===== src/rtl/pwb_pkg.sv =====
package pwb_pkg;

  // programming timer states
  typedef enum logic {
    PT_IDLE = 1'b0,
    PT_PROG = 1'b1
  } prog_state_e;

  // offset advance inside a page: wraps at the page size
  function automatic int unsigned offset_step(input int unsigned off,
                                              input int unsigned page_bytes);
    return (off + 1) % page_bytes;
  endfunction

endpackage


===== src/rtl/pwb_addr_ptr.sv =====
module pwb_addr_ptr
  import pwb_pkg::*;
#(
  parameter int ADDR_W = 10,
  parameter int PAGE_W = 4
) (
  input  logic              clk,
  input  logic              rst_n,
  input  logic              load,
  input  logic [ADDR_W-1:0] load_addr,
  input  logic              step,
  input  logic              restore,
  output logic [ADDR_W-1:0] ptr,
  output logic [ADDR_W-1:0] last_addr
);
  localparam int PAGE_BYTES = 1 << PAGE_W;

  logic [PAGE_W-1:0] next_off;

  assign next_off = PAGE_W'(offset_step(int'(ptr[PAGE_W-1:0]), PAGE_BYTES));

  always_ff @(posedge clk or negedge rst_n) begin
    if (!rst_n) begin
      ptr       <= '0;
      last_addr <= '0;
    end else if (restore) begin
      ptr <= last_addr;
    end else if (load) begin
      ptr <= load_addr;
    end else if (step) begin
      last_addr <= ptr;
      ptr       <= {ptr[ADDR_W-1:PAGE_W], next_off};
    end
  end

endmodule


===== src/rtl/pwb_page_buffer.sv =====
module pwb_page_buffer #(
  parameter int PAGE_W = 4,
  parameter int DATA_W = 8
) (
  input  logic                             clk,
  input  logic                             rst_n,
  input  logic                             wr_en,
  input  logic [PAGE_W-1:0]                wr_off,
  input  logic [DATA_W-1:0]                wr_data,
  input  logic                             clr_valid,
  output logic [(1<<PAGE_W)*DATA_W-1:0]    page_data,
  output logic [(1<<PAGE_W)-1:0]           byte_valid
);
  localparam int PAGE_BYTES = 1 << PAGE_W;

  for (genvar b = 0; b < PAGE_BYTES; b++) begin : g_byte
    logic [DATA_W-1:0] slot_q;
    logic              vld_q;
    logic              hit;

    assign hit = wr_en && (wr_off == PAGE_W'(b));

    always_ff @(posedge clk or negedge rst_n) begin
      if (!rst_n) begin
        slot_q <= '0;
        vld_q  <= 1'b0;
      end else begin
        if (hit) slot_q <= wr_data;
        if (clr_valid)  vld_q <= 1'b0;
        else if (hit)   vld_q <= 1'b1;
      end
    end

    assign page_data[b*DATA_W +: DATA_W] = slot_q;
    assign byte_valid[b]                 = vld_q;
  end

endmodule


===== src/rtl/pwb_prog_timer.sv =====
module pwb_prog_timer
  import pwb_pkg::*;
#(
  parameter int PROG_TICKS = 6
) (
  input  logic clk,
  input  logic rst_n,
  input  logic start,
  input  logic tick,
  output logic busy,
  output logic done
);
  localparam int CNT_W = $clog2(PROG_TICKS + 1);
  localparam logic [CNT_W-1:0] LAST = CNT_W'(PROG_TICKS - 1);

  prog_state_e      state;
  logic [CNT_W-1:0] cnt;

  assign busy = (state == PT_PROG);
  assign done = busy && tick && (cnt == LAST);

  always_ff @(posedge clk or negedge rst_n) begin
    if (!rst_n) begin
      state <= PT_IDLE;
      cnt   <= '0;
    end else begin
      case (state)
        PT_IDLE: if (start) begin
          state <= PT_PROG;
          cnt   <= '0;
        end
        PT_PROG: if (tick) begin
          if (cnt == LAST) state <= PT_IDLE;
          else             cnt   <= cnt + 1'b1;
        end
        default: state <= PT_IDLE;
      endcase
    end
  end

endmodule


===== src/rtl/pwb_page_writer.sv =====
module pwb_page_writer
  import pwb_pkg::*;
#(
  parameter int ADDR_W     = 10,
  parameter int PAGE_W     = 4,
  parameter int DATA_W     = 8,
  parameter int PROG_TICKS = 6
) (
  input  logic                              clk,
  input  logic                              rst_n,
  input  logic                              start_valid,
  input  logic [ADDR_W-1:0]                 start_addr,
  input  logic                              data_valid,
  input  logic [DATA_W-1:0]                 data_byte,
  input  logic                              stop_strobe,
  input  logic                              wp_level,
  input  logic                              tick,
  output logic                              busy,
  output logic [ADDR_W-1:0]                 ptr_addr,
  output logic                              arr_we,
  output logic [ADDR_W-PAGE_W-1:0]          arr_page,
  output logic [(1<<PAGE_W)-1:0]            arr_wmask,
  output logic [(1<<PAGE_W)*DATA_W-1:0]     arr_wdata
);
  localparam int PAGE_BYTES = 1 << PAGE_W;

  // named internal events, also observed by the checker
  logic                      accept_start;
  logic                      accept_byte;
  logic                      stop_seen;
  logic                      commit_go;
  logic                      discard_stop;
  logic                      cycle_done;
  logic                      any_valid;
  logic [PAGE_BYTES-1:0]     byte_valid;
  logic [ADDR_W-1:0]         last_addr;

  assign stop_seen    = stop_strobe && !busy;
  assign accept_start = start_valid && !busy && !stop_strobe;
  assign accept_byte  = data_valid  && !busy && !stop_strobe;
  assign any_valid    = |byte_valid;
  assign commit_go    = stop_seen && any_valid && !wp_level;
  assign discard_stop = stop_seen && !commit_go;

  pwb_addr_ptr #(
    .ADDR_W (ADDR_W),
    .PAGE_W (PAGE_W)
  ) u_ptr (
    .clk       (clk),
    .rst_n     (rst_n),
    .load      (accept_start),
    .load_addr (start_addr),
    .step      (accept_byte),
    .restore   (cycle_done),
    .ptr       (ptr_addr),
    .last_addr (last_addr)
  );

  pwb_page_buffer #(
    .PAGE_W (PAGE_W),
    .DATA_W (DATA_W)
  ) u_buf (
    .clk        (clk),
    .rst_n      (rst_n),
    .wr_en      (accept_byte),
    .wr_off     (ptr_addr[PAGE_W-1:0]),
    .wr_data    (data_byte),
    .clr_valid  (stop_seen),
    .page_data  (arr_wdata),
    .byte_valid (byte_valid)
  );

  pwb_prog_timer #(
    .PROG_TICKS (PROG_TICKS)
  ) u_tmr (
    .clk   (clk),
    .rst_n (rst_n),
    .start (commit_go),
    .tick  (tick),
    .busy  (busy),
    .done  (cycle_done)
  );

  always_ff @(posedge clk or negedge rst_n) begin
    if (!rst_n) begin
      arr_we    <= 1'b0;
      arr_page  <= '0;
      arr_wmask <= '0;
    end else begin
      arr_we <= commit_go;
      if (commit_go) begin
        arr_page  <= ptr_addr[ADDR_W-1:PAGE_W];
        arr_wmask <= byte_valid;
      end
    end
  end

endmodule


===== config.mk =====
export PLATFORM = sky130hd
export DESIGN_NAME = pwb_page_writer
export DESIGN_NICKNAME = d
export VERILOG_FILES = /design/src/rtl/pwb_pkg.sv /design/src/rtl/pwb_addr_ptr.sv /design/src/rtl/pwb_page_buffer.sv /design/src/rtl/pwb_prog_timer.sv /design/src/rtl/pwb_page_writer.sv
export SDC_FILE = /design/constraint.sdc
export NUM_CORES = 1
export LEC_CHECK = 0
export CORE_MARGIN = 5
export CORE_UTILIZATION = 37
export DETAILED_ROUTE_END_ITERATION = 8
export DONT_BUFFER_PORTS = 1
export PLACE_DENSITY = 0.63
export SETUP_SLACK_MARGIN = 0.4
export SYNTH_ARGS = -nofsm -noshare
export SYNTH_HDL_FRONTEND = slang
export SYNTH_SLANG_ARGS = --single-unit

===== constraint.sdc =====
create_clock -name clk -period 1.7 [get_ports clk]
set_input_delay 0.255 -clock clk [delete_from_list [all_inputs] [get_ports clk]]
set_output_delay 0.255 -clock clk [all_outputs]
set_load 0.01 [all_outputs]

==> Word-level counts from Yosys, hierarchy flattened <==
Cells that the tools add are included.
{ "word_totals": {"out_inout_bits": 162, "word_cells": 157, "input_bits": 25, "register_bits": 191} }
{ "op_classes": {"muxes": 43, "bitwise_logic": 3, "add_sub_neg": 2, "reduce_logical": 50, "eq_ne": 19} }
{ "op_table": {"columns": ["operator", "n"], "rows": [
  ["$mux W1", 35],
  ["$reduce_bool A2 Y1", 17],
  ["$eq A4 B4 Y1 const B", 8],
  ["$logic_and A1 B1 Y1", 25],
  ["$mux W10", 2],
  ["$eq A4 B3 Y1 const B", 4],
  ["$reduce_or A16 Y1", 1],
  ["$mux W3", 3],
  ["$eq A4 B2 Y1 const B", 2],
  ["$ne A2 B2 Y1 const B", 3],
  ["$pmux W3 S2", 1],
  ["$reduce_and A3 Y1", 2],
  ["$add A4 B1 Y4 const B", 1],
  ["$eq A4 B1 Y1 const B", 1],
  ["$logic_not A4 Y1", 1],
  ["$mux W4", 1],
  ["$add A3 B1 Y3 const B", 1],
  ["$eq A3 B3 Y1 const B", 1],
  ["$logic_not A1 Y1", 3],
  ["$not A1 Y1", 3],
  ["$reduce_bool A3 Y1", 1],
  ["$pmux W1 S2", 1]
]} }

==> Longest topological paths before layout <==
Gate-level depths: netlist of run 1.
{ "depth": {"word_depth": 6, "ltp_mapped": 8, "depth_no_buf": 6} }

==> Modules after synthesis <==
A second synthesis of run 1 with hierarchy kept.
{ "unflattened": {"hier_cells": 502, "area_unflattened_um2": 7743.7} }
{ "modules_own_cells": {"columns": ["mod", "n_inst", "cells_each", "seq_area_each_um2", "area_each_um2"], "rows": [
  ["pwb_page_buffer", 1, 349, 3603.5, 5581.6],
  ["pwb_page_writer", 1, 57, 575.6, 1012.2],
  ["pwb_addr_ptr", 1, 74, 500.5, 920.9],
  ["pwb_prog_timer", 1, 22, 100.1, 229.0]
]} }

==> Worst setup path after synthesis of run 1 <==
Ideal clock, no wire load.
{ "synth_path": {"path_kind": "flip-flop to flip-flop", "from": "reg u_tmr.state, in the netlist u_tmr.busy", "to": "reg u_buf.g_byte[15].slot_q[0]", "period_less_slack_ns": 1.737, "path_slack_ns": -0.037, "setup_ns": 0.125, "arrival_time_ns": 1.612, "path_stages_with_launch": 7, "required_ns": 1.575, "n_path_buf": 2, "path_cell_list": "dfrtp_1 -> buf_6 -> nor3b_4 -> buf_6 -> nand2_1 -> nor2_4 -> mux2_2"} }
{ "synth_via": {"elab_chain_len": 4} }
{ "synth_rtl": {"columns": ["item", "line", "text"], "rows": [
  ["from (decl)", "pwb_prog_timer.sv:16", "prog_state_e state;"],
  ["from (signal assigned)", "pwb_prog_timer.sv:24", "state <= PT_IDLE;"],
  ["from (signal assigned)", "pwb_prog_timer.sv:29", "state <= PT_PROG;"],
  ["from (signal assigned)", "pwb_prog_timer.sv:33", "if (cnt == LAST) state <= PT_IDLE;"],
  ["$logic_not A1 Y1", "pwb_page_writer.sv:40", "assign accept_byte = data_valid && !busy && !stop_strobe;"],
  ["$logic_and A1 B1 Y1 (2 in a row)", "pwb_page_writer.sv:40", null],
  ["$logic_and A1 B1 Y1", "pwb_page_buffer.sv:21", "assign hit = wr_en && (wr_off == PAGE_W'(b));"],
  ["to (signal assigned)", "pwb_page_buffer.sv:28", "if (hit) slot_q <= wr_data;"],
  ["to (decl)", "pwb_page_buffer.sv:17", "logic [DATA_W-1:0] slot_q;"]
]} }
Every way passes these cells.
A chain may end at the register's enable or synchronous reset.

==> Worst setup path after layout of run 1 <==
{ "layout_path": {"from": "reg u_tmr.state, in the netlist u_tmr.busy", "to": "reg u_buf.g_byte[14].slot_q[2]"} }
{ "layout_via": {"elab_chain_len": 4} }
{ "layout_rtl": {"columns": ["item", "line"], "rows": [
  ["$logic_not A1 Y1", "pwb_page_writer.sv:40"],
  ["$logic_and A1 B1 Y1 (2 in a row)", "pwb_page_writer.sv:40"],
  ["$logic_and A1 B1 Y1", "pwb_page_buffer.sv:21"],
  ["to (signal assigned)", "pwb_page_buffer.sv:28"],
  ["to (decl)", "pwb_page_buffer.sv:17"]
]} }
Every way passes these cells.

==> results of run 1 <==
## worst min path at each step
stage	endpoint	slack [ns]	depth (start not counted)
4_1_cts	arr_wmask[7]	-0.51	0
2_1_floorplan	arr_page[0]	-0.04	0
3_3_place_gp	arr_page[2]	-0.04	0
3_5_place_dp	arr_page[2]	-0.04	0
5_1_grt	u_ptr.ptr[4]	-0.50	0
6_report	arr_wmask[7]	-0.48	0
## metrics by stage
step / cell area, µm² / worst slack (ns) / utilization (%) / setup TNS [ns] / power (mW)
after global placement: 8193 / -0.05366 / 40.49 / -0.4332 / 11.74
after detailed placement: 8193 / -0.06935 / 40.49 / -1.076 / 11.98
final: 9483 / 0.08013 / 46.87 / 0 / 16.87
after floorplan: 7714 / 0.01515 / - / 0 / 10.71
after global routing: 9483 / 0.02803 / 46.87 / 0 / 17.79
after CTS: 9313 / 0.09498 / 46.02 / 0 / 16.81
## cell usage in the layout (no fill, tap or decap), drive strengths merged, types with 6 or more instances in the layout
cell,count
dfrtp,191
mux2,145
nand2,88
buf,60
nand3,19
clkbuf,18
nor2,16
inv,14
a21oi,9
mux2i,8
dlygate4sd3,8
o21ai,6
ha,6
## repair_timing
item | 4_1_cts | 5_1_grt
buffers inserted | 23 | 7
endpoints found under the hold margin | 319 | 191
pin swaps | 11 | 15
resized for setup | 34 | 29
endpoints found under the setup margin | 189 | 191
gates cloned | 4 | 1
## flip-flops by register name, indices dropped and copies added, names as in the netlist
| register | count |
|---|---|
| arr_page | 6 |
| arr_we | 1 |
| arr_wmask | 16 |
| u_buf.g_byte.slot_q | 128 |
| u_buf.g_byte.vld_q | 16 |
| u_ptr.last_addr | 10 |
| u_ptr.ptr | 10 |
| u_tmr.busy | 1 |
| u_tmr.cnt | 3 |
## power by group through the flow
stage | Clock [mW] | Sequential, mW | Combinational (mW)
global route | 4.57 | 8.75 | 4.46
CTS | 4.37 | 8.55 | 3.88
global placement | 0 | 8.51 | 3.23
floorplan | 0 | 8.03 | 2.68
finish | 4.28 | 8.51 | 4.09
detailed placement | 0 | 8.59 | 3.39
## routing by layer
layer	share of wire [%]	vias up	global-route usage (%)
li1	-	1997	-
met1	40	2401	20.81
met2	50	169	28.47
met3	8.8	28	6.983
met4	2.0	0	5.803
met5	0	-	0
## Yosys cell counts
| library cell | instances | area [µm²] |
|---|---|---|
| nor3b_2 | 1 | 12.51 |
| nand3_4 | 8 | 140.1 |
| mux2_2 | 140 | 1577 |
| buf_2 | 5 | 25.02 |
| mux2i_1 | 8 | 80.08 |
| a21oi_1 | 9 | 45.04 |
| nand3_2 | 4 | 40.04 |
| nor2_4 | 4 | 45.04 |
| nor2b_1 | 3 | 18.77 |
| o21ai_0 | 6 | 30.03 |
| a31oi_1 | 1 | 6.260 |
| nand2b_1 | 1 | 6.260 |
| buf_12 | 1 | 20.02 |
| nor3b_4 | 1 | 18.77 |
| inv_2 | 1 | 3.750 |
| a21o_1 | 4 | 30.03 |
| mux2_4 | 4 | 60.06 |
| nor2_1 | 12 | 45.04 |
| nor3_1 | 1 | 5.000 |
| nor4_1 | 4 | 25.02 |
| inv_1 | 4 | 15.01 |
| buf_6 | 2 | 22.52 |
| nand4_1 | 4 | 25.02 |
| nand2_1 | 88 | 330.3 |
| nand3_1 | 4 | 20.02 |
| ha_1 | 6 | 75.07 |
| mux2_1 | 1 | 11.26 |
| clkbuf_1 | 13 | 48.80 |
| xor2_1 | 2 | 17.52 |
| dfrtp_1 | 191 | 4780 |
| buf_1 | 1 | 3.750 |
| xnor2_1 | 2 | 17.52 |
| or3_1 | 1 | 6.260 |
## logic make-up after synthesis
family,count (synthesis),share of synthesized area (%)
AO/OA/AOI/OAI,20,1.464
XOR/XNOR,4,0.4607
adder cells (fa/ha/maj),6,0.9870
buffers and inverters,27,1.826
flip-flops,191,62.84
multiplexers,153,22.72
AND/OR/NAND/NOR,136,9.705
## layout make-up
| cell class | count | area [µm²] |
|---|---|---|
| fill | 1736 | 10750 |
| sequential | 191 | 4783 |
| multi-input combinational | 322 | 2964 |
| timing repair buffer | 68 | 733.2 |
| clock buffer | 18 | 439.2 |
| tap | 270 | 337.8 |
| clock inverter | 14 | 190.2 |
| inverter | 5 | 26.28 |
| timing repair inverter | 1 | 6.256 |
| antenna | 1 | 2.502 |
## worst max-delay path, cell delays in order, from the launching register on
cell	delay (ns)
dfrtp_1	0.41
nor3b_4	0.22
buf_12	0.15
nand2_1	0.09
nor2_4	0.15
buf_4	0.16
mux2_2	0.33
==> flow_metrics.py, run 1 <==
metrics = {
    "floorplan": {
        "die-width_um": 153.4,
        "start_util_pct": 37.59,
        "design.die.area_um2": 23520,
        "core_region_area_um2": 20230,
        "die_y_um": 153.4,
        "io_pins": 187,
        "rows": 52,
    },
    "power": {
        "pwr-share-comb_pct": 24.2,
        "power.ir.vdd_worst_mv": 0.7612,
        "p_sw_mw": 5.901,
        "power.share.sequential_pct": 50.4,
        "clock_power_share_pct": 25.3,
        "switching_power_as_a_share_of_total_power_pct": 34.98,
        "cellPowerDensity_nw_per_um2": 1779,
        "p_leak_nw": 4.631,
        "internal-power_mw": 10.97,
    },
    "grt": {
        "grt_overflow": 0,
        "grt_util_all_layers_pct": 17.31,
        "wire_length_of_the_first_global_routing_pass_mm": 31.13,
        "grt_start_max_net_pins": 192,
        "number_of_antenna_violations_at_the_first_check_in_global_routing": 1,
        "grt_pass1_vias": 4881,
    },
    "synthesis": {
        "synth.yosys.warnings": 0,
        "synth_fp_nets": 568,
        "syn-instance-count": 537,
        "synth-seq-cells": 191,
        "synth-seq-area-share_pct": 62.84,
        "synthesis.area_per_instance_um2": 14.16,
        "netlist_cell_types": 33,
        "synth.cell_area_um2": 7606,
    },
    "sta": {
        "final-max-slew-violation-count": 0,
        "worst_slew_pin_slew_ns": 0.7552,
        "setup_repair_after_global_routing_missed_its_margin": "true",
        "post_route_fraction_of_the_period_consumed_by_the_critical_path_pct": 95.29,
        "max-slew-margin-rel_pct": 49.49,
        "final-hold-violation-count": 191,
        "achievable-frequency_ghz": 0.6173,
        "fin_worst_hold_slack_ns": -0.4788,
        "setup_viol": 0,
        "finClkSkew_ns": 0.009305,
        "post-route-min-period_ns": 1.620,
    },
    "clock_network": {
        "clock-sinks": 191,
        "clock_path_buffers": 2,
        "cts-buffers-inserted": 17,
        "cts_tree": "yes",
        "htree_num_levels": 4,
        "clkSlewWorstSetupHoldPaths_ns": 0.07,
        "cts_hold_repair.buffers": 8,
        "cts.root.buffer_cell": "clkbuf_16",
        "clk-insertion-delay-late_ns": 0.43,
    },
    "cells_and_area": {
        "area_growth_pct": 24.68,
        "num-nets-final": 637,
        "drive_gt1_share_pct": 47.33,
        "layoutNonFillerInstCount": 890,
    },
    "hold_path": {
        "min_path_type": "in2async",
    },
    "drt": {
        "drtAntennaViolNets": 0,
        "drt_first_iter_violations": 275,
        "route.detailed.drc": 0,
        "route.detailed.vias_per_inst": 5.163,
        "first_pass_iters": 5,
        "wl_per_cell_um": 22.95,
        "via_count": 4595,
        "route.final.wire_length_mm": 20.43,
    },
    "outcome": {
        "failed_checks": "negative hold slack",
        "outcome": "finished with violations",
    },
    "place": {
        "post-place-cells": 814,
        "place_hpwl_mm": 13.17,
        "place.port_buffers": 0,
        "routabilityCongestion": 0.7816,
    },
    "critical_path": {
        "worst_setup_path_endpoint": "u_buf.g_byte[14].slot_q[2]",
        "timing.critical_path.from_type": "flip-flop",
        "ff2ff_path_depth": 6,
        "timing.critical_path.from": "u_tmr.busy",
        "critical_path_peak_fanout": 9,
        "timing.critical_path.to_type": "flip-flop",
        "arrival_ns": 1.93,
        "reg2reg_setup_slack_ns": 0.08,
        "path_class": "reg2reg",
        "crit-reg2reg-launch": "u_tmr.busy",
        "endpoint_of_the_worst_slack_reg_to_reg_timing_path": "u_buf.g_byte[14].slot_q[2]",
        "worstPathRequired_ns": 2.01,
    },
    "run": {
        "maxCapViolations": 0,
    },
}
(Power assumes the default switching activity.)
==> run 2, diff against run 1 <==
Settings changed: CORE_ASPECT_RATIO set to 0.75, SKIP_CTS_REPAIR_TIMING set to 1.
==> run 2 against run 1 <==
- the run still ends with negative hold slack left
- flip-flop and latch count unchanged
- cell count shrank 1.7%
- non-clock buffer count shrank 1
- clock power shrank 8.6%
- critical path type unchanged
==> flow_metrics.py, run 2 (synthesis gave the netlist of run 1 again) <==
metrics = {
    "cells_and_area": {
        "num-nets-final": 635,
        "num_antenna_cells": 0,
        "largest_register_ff_count": 128,
        "layout_commonest_cell": "dfrtp_1",
        "design_area_um2": 9439,
        "commonest_cells_after_routing_fill_and_taps_aside": "dfrtp_1, mux2_2, nand2_1, mux2_4, buf_4",
        "area_taken_by_multi_input_logic_gates_um2": 2998,
        "drive_gt1_share_pct": 45.87,
        "top_regs": "u_buf.g_byte.slot_q x128, arr_wmask x16, u_buf.g_byte.vld_q x16",
        "largest-register": "u_buf.g_byte.slot_q",
        "layout_utilization_pct": 46.70,
        "area_growth_pct": 24.10,
        "filler_cell_count": 1761,
        "regArea_um2": 4781,
    },
    "drt": {
        "first_pass_iters": 6,
        "wl_per_cell_um": 23.35,
        "drt_first_iter_violations": 348,
        "drtAntennaViolNets": 0,
        "route.detailed.vias_per_inst": 5.139,
        "via_count": 4497,
        "route.final.wire_length_mm": 20.43,
        "route.detailed.drc": 0,
    },
    "floorplan": {
        "rows": 45,
        "start_util_pct": 37.63,
        "io_pins": 187,
        "core_region_area_um2": 20210,
        "die_y_um": 134.2,
        "die-width_um": 175.6,
        "design.die.area_um2": 23550,
    },
    "critical_path": {
        "timing.critical_path.to_type": "flip-flop",
        "worstPathRequired_ns": 2.01,
        "critical_path_peak_fanout": 9,
        "timing.critical_path.from_type": "flip-flop",
        "arrival_ns": 2.00,
        "path_class": "reg2reg",
        "ff2ff_path_depth": 7,
    },
    "grt": {
        "grt_pass1_vias": 4788,
        "grt_util_all_layers_pct": 16.62,
        "number_of_antenna_violations_at_the_first_check_in_global_routing": 0,
        "grt_overflow": 0,
        "grt_start_max_net_pins": 192,
        "wire_length_of_the_first_global_routing_pass_mm": 30.01,
    },
    "place": {
        "placement.cell_area_um2": 8215,
        "place.port_buffers": 0,
        "place_hpwl_mm": 13.49,
        "routabilityCongestion": 0.7744,
    },
    "power": {
        "cellPowerDensity_nw_per_um2": 1762,
        "p_leak_nw": 4.619,
        "power.ir.vdd_worst_mv": 0.8442,
    },
    "sta": {
        "setup_repair_after_global_routing_missed_its_margin": "true",
        "fin_worst_hold_slack_ns": -0.4731,
        "final-hold-violation-count": 207,
        "setup_viol": 0,
        "max-slew-margin-rel_pct": 53.32,
        "final-max-slew-violation-count": 0,
        "finClkSkew_ns": 0.01343,
        "worst_slew_pin_slew_ns": 0.6978,
        "achievable-frequency_ghz": 0.5927,
        "post_route_fraction_of_the_period_consumed_by_the_critical_path_pct": 99.25,
        "post-route-min-period_ns": 1.687,
        "setup-tns-final_ns": 0,
    },
    "clock_network": {
        "cts_tree": "yes",
        "clk-insertion-delay-late_ns": 0.43,
        "cts.root.buffer_cell": "clkbuf_16",
        "clkSlewWorstSetupHoldPaths_ns": 0.07,
        "clock-sinks": 191,
        "clock_path_buffers": 2,
        "htree_num_levels": 4,
        "cts-buffers-inserted": 17,
    },
    "outcome": {
        "failed_checks": "negative hold slack",
        "outcome": "finished with violations",
    },
    "hold_path": {
        "min_path_type": "in2async",
    },
    "run": {
        "maxCapViolations": 0,
    },
}
run 2: cell types whose count changed in the layout (fill, tap and decap cells not counted), moves of 3 or more:
| cell | previous run | this run |
|---|---|---|
| buf_12 | 11 | 8 |
| buf_4 | 37 | 29 |
| nand2_4 | 4 | 1 |
| buf_6 | 10 | 19 |
| ha_4 | 3 | 0 |
| nand2_1 | 77 | 81 |
| mux2_2 | 130 | 107 |
| mux2_4 | 15 | 38 |
run 2: area by class of cell:
type / instances / area share, %
flip-flops and latches: 191 / 50.65
multi-input cells: 322 / 31.76
repair buffers: 67 / 7.861
clock buffers: 19 / 4.692
well taps: 258 / 3.420
clock inverters: 13 / 1.339
inverters: 5 / 0.2784
run 2: per-stage QoR:
step / total power, mW / setup slack (ns) / instances
after floorplan: 10.71 / 0.01515 / 537
after global placement: 11.78 / -0.03409 / 807
after detailed placement: 12.03 / -0.05748 / 807
after CTS: 16.00 / -0.06610 / 839
after global routing: 17.50 / -0.04253 / 875
final: 16.63 / 0.01272 / 875
run 2: path summary, 6_finish.rpt:
kind                                     from                         end  slack (ns)
setup / recovery                   u_tmr.busy  u_buf.g_byte[14].slot_q[7]        0.01
hold / removal                          rst_n                u_ptr.ptr[9]       -0.47
setup reg to reg                   u_tmr.busy  u_buf.g_byte[14].slot_q[7]        0.01
hold reg to reg            u_ptr.last_addr[1]                u_ptr.ptr[1]        0.51
max in group asynchronous               rst_n   u_buf.g_byte[8].slot_q[6]        1.85
min in group clk                 data_byte[2]   u_buf.g_byte[8].slot_q[2]       -0.02
run 2: power breakdown:
group	switching [mW]	internal, mW
logic	1.85	2.35
registers	2.22	6.30
clock network	1.81	2.10
total	5.88	10.8
run 2: critical path, stage by stage (launching register included):
cell     delay (ns)
dfrtp_1        0.41
nor3b_4        0.18
buf_6          0.15
buf_12         0.12
nand2_1        0.09
nor2_4         0.12
buf_12         0.15
mux2_2         0.33
run 2: layer usage:
metal	global-route usage [%]	vias to the layer above	routed length, µm	share of wire [%]
met5	0	-	0	0
met3	8.848	9	2146	11
met2	25.64	156	9294	45
met4	3.290	0	107	0.52
met1	21.09	2343	8882	43
li1	-	1989	-	-
==> run 3, diff against run 2 <==
==> constraint.sdc (replaced) <==
create_clock -name clk -period 1.7 [get_ports clk]
set_input_delay 0.085 -clock clk [delete_from_list [all_inputs] [get_ports clk]]
set_output_delay 0.085 -clock clk [all_outputs]
set_load 0.01 [all_outputs]
==> run 3 against run 2 <==
- the flow still finishes with violations (negative hold slack)
- first-iteration DRC count increased by 7.8%
- core utilization is 0.55 points higher
- setup slack got worse by 0.0011 ns
- register-to-register slack barely moved
- count of clock-buffer cells in the layout is the same
- global-route usage unchanged
- sequential share of layout area down 0.60 points
- largest cell class unchanged
- highest routed layer unchanged
==> flow_metrics.py, run 3 (synthesis gave the netlist of run 1 again) <==
metrics = {
    "drt": {
        "drtAntennaViolNets": 0,
        "route.detailed.drc": 0,
        "route.detailed.vias_per_inst": 5.122,
        "route.final.wire_length_mm": 20.49,
        "first_pass_iters": 6,
        "drt_first_iter_violations": 375,
        "via_count": 4543,
        "wl_per_cell_um": 23.10,
    },
    "floorplan": {
        "die-width_um": 175.6,
        "rows": 45,
        "core_region_area_um2": 20210,
        "io_pins": 187,
        "design.die.area_um2": 23550,
        "start_util_pct": 37.63,
        "die_y_um": 134.2,
    },
    "grt": {
        "grt_util_all_layers_pct": 16.62,
        "grt_pass1_vias": 4788,
        "groute.layer.met2.usage_pct": 25.64,
        "number_of_antenna_violations_at_the_first_check_in_global_routing": 0,
        "gr-usage-met1_pct": 21.09,
        "grt_overflow": 0,
        "grt_start_max_net_pins": 192,
        "grt_use_met3_pct": 8.848,
        "global_route.peak_usage_layer": "met2",
        "wire_length_of_the_first_global_routing_pass_mm": 30.01,
    },
    "clock_network": {
        "htree_num_levels": 4,
        "clk-insertion-delay-late_ns": 0.43,
        "clkSlewWorstSetupHoldPaths_ns": 0.07,
        "cts.root.buffer_cell": "clkbuf_16",
        "cts-buffers-inserted": 17,
        "clock-sinks": 191,
        "clock_path_buffers": 2,
        "cts_tree": "yes",
    },
    "critical_path": {
        "arrival_ns": 2.00,
        "cpPeakStageDelay_ns": 0.41,
        "critical_path_peak_fanout": 9,
        "timing.critical_path.from_type": "flip-flop",
        "worstPathRequired_ns": 2.01,
        "crit_family": "buffers and inverters",
        "critical_path_buf_inv_count": 3,
        "crit-reg2reg-launch": "u_tmr.busy",
        "reg2reg_setup_slack_ns": 0.01,
        "worst_path_max_delay_cell": "dfrtp_1",
        "path_class": "reg2reg",
        "timing.critical_path.to_type": "flip-flop",
        "ff2ff_path_depth": 7,
        "timing.critical_path.mode_cell": "buf_12",
        "crit_chain": "nor3b_4, buf_6, buf_12, nand2_1, nor2_4, buf_12, mux2_2",
        "endpoint_of_the_worst_slack_reg_to_reg_timing_path": "u_buf.g_byte[14].slot_q[7]",
    },
    "cells_and_area": {
        "layout_utilization_pct": 47.25,
        "filler_cell_count": 1750,
        "commonest_cells_after_routing_fill_and_taps_aside": "dfrtp_1, mux2_2, nand2_1, mux2_4, buf_4",
        "regArea_um2": 4780,
        "area_growth_pct": 25.56,
        "drive_gt1_share_pct": 44.83,
        "area_taken_by_multi_input_logic_gates_um2": 3002,
        "largest-register": "u_buf.g_byte.slot_q",
        "num-nets-final": 647,
        "layoutNonFillerInstCount": 887,
        "top_regs": "u_buf.g_byte.slot_q x128, arr_wmask x16, u_buf.g_byte.vld_q x16",
        "num_antenna_cells": 0,
        "layout_commonest_cell": "dfrtp_1",
        "largest_register_ff_count": 128,
    },
    "sta": {
        "final-hold-violation-count": 207,
        "setup_repair_after_global_routing_missed_its_margin": "true",
        "fin_ws_ns": 0.01166,
        "achievable-frequency_ghz": 0.5923,
        "worst_slew_pin_slew_ns": 0.6863,
        "fin_worst_hold_slack_ns": -0.6491,
        "setup-tns-final_ns": 0,
        "post-route-min-period_ns": 1.688,
        "setup_viol": 0,
        "final-max-slew-violation-count": 0,
        "post_route_fraction_of_the_period_consumed_by_the_critical_path_pct": 99.31,
        "finClkSkew_ns": 0.01516,
        "max-slew-margin-rel_pct": 54.09,
    },
    "hold_path": {
        "min_path_type": "in2async",
    },
    "outcome": {
        "failed_checks": "negative hold slack",
        "outcome": "finished with violations",
    },
    "power": {
        "p_leak_nw": 4.672,
        "cellPowerDensity_nw_per_um2": 1740,
        "power.ir.vdd_worst_mv": 0.8437,
        "total_power_mw": 16.62,
    },
    "run": {
        "maxCapViolations": 0,
    },
    "place": {
        "routabilityCongestion": 0.7744,
        "place.port_buffers": 0,
        "post-place-ws_ns": -0.05748,
        "post-place-cells": 807,
        "place_hpwl_mm": 13.49,
    },
}
-- run 3: cell count changes in the layout (fill, tap and decap cells not counted) --
cell           previous run  this run
dlygate4sd3_1             7        19
buf_4                    29        32
buf_6                    19        16
dfrtp_1                 190       191
dfrtp_2                   1         0
mux2_2                  107       106
mux2_4                   38        39
-- run 3: final cells by class --
| class | count | share of cell area (%) |
|---|---|---|
| sequential | 191 | 50.05 |
| multi-input combinational | 322 | 31.43 |
| timing repair buffer | 79 | 8.909 |
| clock buffer | 19 | 4.638 |
| tap | 258 | 3.380 |
| clock inverter | 13 | 1.323 |
| inverter | 5 | 0.2751 |
-- run 3: how the worst max path moves through the flow --
stage	cells past startpoint	end	startpoint
6_report	7	u_buf.g_byte[14].slot_q[7]	u_tmr.busy
5_1_grt	7	u_buf.g_byte[14].slot_q[2]	u_tmr.busy
4_1_cts	5	u_buf.g_byte[9].slot_q[7]	u_tmr.busy
3_5_place_dp	5	u_buf.g_byte[9].slot_q[7]	u_tmr.busy
3_3_place_gp	5	u_buf.g_byte[9].slot_q[7]	u_tmr.busy
2_1_floorplan	6	u_buf.g_byte[13].slot_q[0]	u_tmr.busy
-- run 3: power by group --
part | internal, mW | switching [mW]
sequential | 6.30 | 2.22
combinational | 2.35 | 1.84
clock | 2.09 | 1.81
-- run 3: routing by layer --
metal	vias to the layer above	share of wire [%]
met5	-	0
met4	0	0.42
met3	6	11
met2	160	46
met1	2362	43
li1	2015	-
-- run 3: stage by stage --
stage                     area [µm²]  hold WS, ns
after CTS                       8785      -0.6712
after floorplan                 7714      -0.2106
after detailed placement        8215      -0.2055
final                           9550      -0.6491
after global routing            9550      -0.6839
after global placement          8215      -0.2057
